File: config.mk
export PLATFORM = sky130hd
export DESIGN_NAME = gated_event_counter
export DESIGN_NICKNAME = d
export VERILOG_FILES = /design/src/rtl/gcnt_pkg.sv /design/src/rtl/gcnt_cfg_reg.sv /design/src/rtl/gcnt_edge_det.sv /design/src/rtl/gcnt_gate_sel.sv /design/src/rtl/gcnt_counter.sv /design/src/rtl/gated_event_counter.sv
export SDC_FILE = /design/constraint.sdc
export NUM_CORES = 1
export LEC_CHECK = 0
export ABC_AREA = 1
export BUFFER_PORTS_ARGS = -buffer_cell sky130_fd_sc_hd__buf_2
export CORE_ASPECT_RATIO = 0.6
export CORE_UTILIZATION = 45
export CTS_BUF_LIST = sky130_fd_sc_hd__clkbuf_8
export DETAILED_ROUTE_END_ITERATION = 10
export HOLD_SLACK_MARGIN = 0.06
export PLACE_DENSITY = 0.78
export SETUP_SLACK_MARGIN = 0.02
export SLEW_MARGIN = 0
export SYNTH_ARGS = -nofsm -noshare
export SYNTH_HDL_FRONTEND = slang
export SYNTH_SLANG_ARGS = --single-unit
File: constraint.sdc
create_clock -name clk -period 1.69 [get_ports clk]
set_input_delay 0.2535 -clock clk [delete_from_list [all_inputs] [get_ports clk]]
set_output_delay 0.2535 -clock clk [all_outputs]
set_load 0.05 [all_outputs]
File: src/rtl/gcnt_pkg.sv
package gcnt_pkg;
   localparam int SEL_BIT  = 1;
   localparam int SYNC_BIT = 0;

   typedef struct packed {
      logic sel_pin;
      logic sync_en;
   } gcnt_cfg_t;
endpackage

File: src/rtl/gcnt_cfg_reg.sv
module gcnt_cfg_reg
   import gcnt_pkg::*;
#(
   parameter int REG_W    = 8,
   parameter int HAS_SYNC = 1
) (
   input  logic             clk,
   input  logic             rst_n,
   input  logic             we,
   input  logic [REG_W-1:0] wdata,
   output logic [REG_W-1:0] rdata,
   output gcnt_cfg_t        cfg
);
   localparam int PAD_W = REG_W - 2;

   if (REG_W < 2) begin : g_bad_reg_w
      $error("gcnt_cfg_reg: REG_W must hold two fields");
   end

   logic sel_q;
   logic sync_q;

   always_ff @(posedge clk or negedge rst_n) begin
      if (!rst_n)  sel_q <= 1'b1;
      else if (we) sel_q <= wdata[SEL_BIT];
   end

   if (HAS_SYNC != 0) begin : g_sync_bit
      always_ff @(posedge clk or negedge rst_n) begin
         if (!rst_n)  sync_q <= 1'b0;
         else if (we) sync_q <= wdata[SYNC_BIT];
      end
   end else begin : g_no_sync_bit
      assign sync_q = 1'b0;
   end

   logic unused_hi;
   assign unused_hi = ^wdata[REG_W-1:2] ^ ((HAS_SYNC != 0) ? 1'b0 : wdata[SYNC_BIT]);

   assign cfg.sel_pin = sel_q;
   assign cfg.sync_en = sync_q;
   assign rdata       = {{PAD_W{1'b0}}, sel_q, sync_q};

   AST_CFG_WRITE: assert property (@(posedge clk) disable iff (!rst_n)
      we |=> rdata == {{PAD_W{1'b0}}, $past(wdata[SEL_BIT]),
                       (HAS_SYNC != 0) ? $past(wdata[SYNC_BIT]) : 1'b0});
endmodule

File: src/rtl/gcnt_edge_det.sv
module gcnt_edge_det (
   input  logic clk,
   input  logic rst_n,
   input  logic cnt_clk,
   output logic rise,
   output logic fall
);
   logic cnt_clk_q;

   always_ff @(posedge clk or negedge rst_n) begin
      if (!rst_n) cnt_clk_q <= 1'b0;
      else        cnt_clk_q <= cnt_clk;
   end

   assign rise = cnt_clk & ~cnt_clk_q;
   assign fall = ~cnt_clk & cnt_clk_q;
endmodule

File: src/rtl/gcnt_gate_sel.sv
module gcnt_gate_sel
   import gcnt_pkg::*;
#(
   parameter int HAS_SYNC = 1
) (
   input  logic      clk,
   input  logic      rst_n,
   input  logic      fall,
   input  gcnt_cfg_t cfg,
   input  logic      gate_pin,
   input  logic      cmp_in,
   output logic      gate
);
   logic cmp_eff;

   if (HAS_SYNC != 0) begin : g_sync
      logic cmp_lat_q;

      always_ff @(posedge clk or negedge rst_n) begin
         if (!rst_n)    cmp_lat_q <= 1'b0;
         else if (fall) cmp_lat_q <= cmp_in;
      end

      assign cmp_eff = cfg.sync_en ? cmp_lat_q : cmp_in;

      AST_LATCH_HOLD: assert property (@(posedge clk) disable iff (!rst_n)
         !fall |=> $stable(cmp_lat_q));
      AST_LATCH_LOAD: assert property (@(posedge clk) disable iff (!rst_n)
         fall |=> cmp_lat_q == $past(cmp_in));
   end else begin : g_async
      logic unused_sync;
      assign unused_sync = fall ^ cfg.sync_en ^ clk ^ rst_n;
      assign cmp_eff     = cmp_in;
   end

   assign gate = cfg.sel_pin ? gate_pin : cmp_eff;
endmodule

File: src/rtl/gcnt_counter.sv
module gcnt_counter #(
   parameter int CNT_W = 16
) (
   input  logic             clk,
   input  logic             rst_n,
   input  logic             step,
   output logic [CNT_W-1:0] count
);
   localparam logic [CNT_W-1:0] ONE = CNT_W'(1);

   logic [CNT_W-1:0] count_q;

   always_ff @(posedge clk or negedge rst_n) begin
      if (!rst_n)    count_q <= '0;
      else if (step) count_q <= count_q + ONE;
   end

   assign count = count_q;

   AST_STEP_ONE: assert property (@(posedge clk) disable iff (!rst_n)
      step |=> count_q == $past(count_q) + ONE);
   AST_HOLD_IDLE: assert property (@(posedge clk) disable iff (!rst_n)
      !step |=> $stable(count_q));
endmodule

File: src/rtl/gated_event_counter.sv
module gated_event_counter
   import gcnt_pkg::*;
#(
   parameter int CNT_W    = 16,
   parameter int REG_W    = 8,
   parameter int HAS_SYNC = 1
) (
   input  logic             clk,
   input  logic             rst_n,
   input  logic             reg_we,
   input  logic [REG_W-1:0] reg_wdata,
   output logic [REG_W-1:0] reg_rdata,
   input  logic             cnt_clk,
   input  logic             tmr_on,
   input  logic             gate_en,
   input  logic             gate_pin,
   input  logic             cmp_in,
   output logic [CNT_W-1:0] count
);
   localparam logic [CNT_W-1:0] ONE = CNT_W'(1);

   if (CNT_W < 2 || CNT_W > 64) begin : g_bad_cnt_w
      $error("gated_event_counter: CNT_W out of range");
   end
   if (HAS_SYNC != 0 && HAS_SYNC != 1) begin : g_bad_sync
      $error("gated_event_counter: HAS_SYNC must be 0 or 1");
   end

   gcnt_cfg_t cfg;
   logic      rise;
   logic      fall;
   logic      gate;
   logic      step;

   gcnt_cfg_reg #(.REG_W(REG_W), .HAS_SYNC(HAS_SYNC)) cfg_i (
      .clk   (clk),
      .rst_n (rst_n),
      .we    (reg_we),
      .wdata (reg_wdata),
      .rdata (reg_rdata),
      .cfg   (cfg)
   );

   gcnt_edge_det edge_i (
      .clk     (clk),
      .rst_n   (rst_n),
      .cnt_clk (cnt_clk),
      .rise    (rise),
      .fall    (fall)
   );

   gcnt_gate_sel #(.HAS_SYNC(HAS_SYNC)) gate_i (
      .clk      (clk),
      .rst_n    (rst_n),
      .fall     (fall),
      .cfg      (cfg),
      .gate_pin (gate_pin),
      .cmp_in   (cmp_in),
      .gate     (gate)
   );

   assign step = rise & tmr_on & (~gate_en | gate);

   gcnt_counter #(.CNT_W(CNT_W)) cnt_i (
      .clk   (clk),
      .rst_n (rst_n),
      .step  (step),
      .count (count)
   );

   AST_OFF_HOLD: assert property (@(posedge clk) disable iff (!rst_n)
      !tmr_on |=> $stable(count));
   AST_FREE_RUN: assert property (@(posedge clk) disable iff (!rst_n)
      (tmr_on && !gate_en && rise) |=> count == $past(count) + ONE);
   AST_PIN_LOW_HOLD: assert property (@(posedge clk) disable iff (!rst_n)
      (gate_en && cfg.sel_pin && !gate_pin) |=> $stable(count));
   AST_NO_EDGE_HOLD: assert property (@(posedge clk) disable iff (!rst_n)
      !rise |=> $stable(count));
endmodule

==> impl_results.md <==
* Outcome: finished clean
* Layout area overhead at 18.0%
* Count of pins over their slew limit at 0
* Vias in the first global route at 877
* Leak Pwr at 0.752 nW
* Cts hold-fix bufs at 1
* Die area at ~2800 um^2
* Final nets at approximately 200
* Total power at 1.52 mW
* CTS tree: yes
* Critical path class: flop to flop
* Ys async rst share at 100%
* Area contributors post-synth: dfrtp_1 40%, nand2_1 15%, inv_1 6.0%, buf_4 5.1%, nor2_4 3.8%
* Share of post-route cells with drive strength above 1 at 28.5%
* P per Cell Area at 1090 nW/um^2
* Setup TNS at 0 ps
* Initial core utilization at 50.9%
* Remaining DRCs at 0
* Setup WS pre-CTS at ~330 ps
* Setup ws final at about 320 ps
* Fraction of the yosys area taken by sequential cells at 42.3%
* Top Ports at 40
* 1st-pass router iterations at 4
* Antenna violations before repair at 0
* Share of the synthesized area in the top cell type at 40.1%
* Mapped cell area at between 1000 and 1500 um^2
* TritonCTS Buffers at 3
* Critical path arrival at 1520 ps
* Vias per cell at about 4.7
* Core footprint at about 2300 um^2
* CTS sink cnt at 20
* Distinct cells, synth at 27
* Worst Clk Skew at 8.43 ps
* Final Util at 60.1%
* Placed Cells at 204
* Period utilisation layout at 81.2%
* Chip width at around 70 um
* Seq cells post-synth at 20
* CP Capture Type: flop
* Routed Wire Length at 2290 um
* HP Class: primary input to flop
* Htree depth at 1
* Final GP Congestion at 0.825
* Final hold violations at 0
* DP Wirelength at 1780 um
* Mapped Avg Cell Area at 7.90 um^2
* Antenna diode count at 0
* VDD IR max at 0.00105 V
* Fmax at between 700 and 800 MHz
* Post-synth EDFFs at 0
* CP required at between 1500 and 2000 ps
* Total gr overflow at 0
* Total GRT Usage at 18.5%
* Top post-synthesis cells by count: 47 x nand2_1, 19 x dfrtp_1, 19 x inv_1
* RSZ-0062 raised after global routing: false
* Antenna Nets Post-Route at 0
* Fill cell count at 201
* Startpoint Class: flop
* Final setup vio count at 0
* Clock period minus worst slack at 1370 ps
* CTS Root Cell: clkbuf_8
* Cells after synthesis at 150
* WL/cell at 10.9 um
* Ys flop type: dfrtp_1
* Worst Path Max Fanout at 6
* Clock buffer depth at 2
* Post-route insts no fill at 209
* Top-count cell post-synth: nand2_1
* Synth area leader: dfrtp_1
* Number of I/O port buffers at 27
* Worst-path clk slew at approximately 80 ps
* Drt initial violations at 27
* Largest net degree at the start of global routing at 21
* Die Ht at 41.7 um
* FP Rows at 13
* Clock insertion delay at the later pin of the skew report at 260 ps
* First-pass GRT wire length at 3910 um
* Post-CTS Resized at 0
* DR vias at around 970
* YS warnings at 0
* Postcts setup bufs at 0
* Max-cap violations at 0
[power breakdown]
part	leakage (nW)	internal (mW)	switching, mW
combinational	0.459	0.102	0.341
sequential	0.257	0.535	0.0579
clock	0.0357	0.316	0.167
total	0.752	0.953	0.566
[cell families after synthesis]
| logic type | synth area share, % |
|---|---|
| other cells | 0.316 |
| simple gates | 33.3 |
| buf+inv | 12.7 |
| compound gates | 6.65 |
| xor+xnor | 3.70 |
| flops | 42.3 |
| fa+ha+maj | 1.06 |
[per-layer routing]
metal  vias to the layer above  global-route usage, %  part of all wire, %
met5                         -                      0                    0
li1                        503                      -                    -
met3                         2                   6.87                  5.6
met4                         0                   3.75                 0.57
met1                       441                   25.8                   50
met2                        26                   27.3                   44
[through the flow]
step           area, um^2  hold slack, ps
6_report             1400             117
5_1_grt              1400             113
4_1_cts              1400             111
3_5_place_dp         1320             237
3_3_place_gp         1320             225
2_1_floorplan        1200           -42.1
[registers in the layout (all words and copies together) (netlist names)]
signal	count
cnt_i.count	16
cfg_i.sel_q	1
cfg_i.sync_q	1
edge_i.cnt_clk_q	1
gate_i.g_sync.cmp_lat_q	1
[path summary, 6_finish.rpt]
check	from	endpoint	slack, ps	depth (start not counted)
worst max-delay path	cnt_i.count[1]$_DFFE_PN0P_	cnt_i.count[12]$_DFFE_PN0P_	320	8
min in group asynchronous	rst_n	cnt_i.count[1]$_DFFE_PN0P_	460	2
max in group asynchronous	rst_n	cfg_i.sel_q$_DFFE_PN1P_	870	2
worst min-delay path	cnt_clk	edge_i.cnt_clk_q$_DFF_PN0_	120	1
worst max register to register	cnt_i.count[1]$_DFFE_PN0P_	cnt_i.count[12]$_DFFE_PN0P_	320	8
worst min register to register	cnt_i.count[15]$_DFFE_PN0P_	cnt_i.count[15]$_DFFE_PN0P_	500	2
[cell type report]
type	instances	area, um^2	area share [%]
Clock inverter	1	30.0	2.15
Clock buffer	3	41.3	2.95
Inverter	24	90.1	6.45
Multi-Input combinational cell	103	552	39.5
Tap cell	30	37.5	2.69
Sequential cell	20	502	35.9
Timing Repair Buffer	28	145	10.4
[worst max-delay path, cell delays in order, from the launching register on]
cell and delay [ps]:
dfrtp_1 400, ha_1 190, inv_1 80, nor2_4 140
nand2_2 70, nor2_4 110, nand2_4 90, o21ai_1 130
nand2_1 60
[cells in the final DEF, fill, tap and decap left out, types with 2 or more instances in the layout]
cell      instances
a21oi_1           2
buf_2            27
clkbuf_8          3
conb_1            6
dfrtp_1          19
inv_1            19
inv_2             4
nand2_1          47
nand2_2           3
nand2_4           2
nand3_1           8
nand3b_1          4
nor2_1            6
nor2_2            2
nor2_4            4
o21ai_0           3
o21ai_1           4
xnor2_1           3
xor2_1            2
Note: power is estimated with default switching activity, not from simulation.
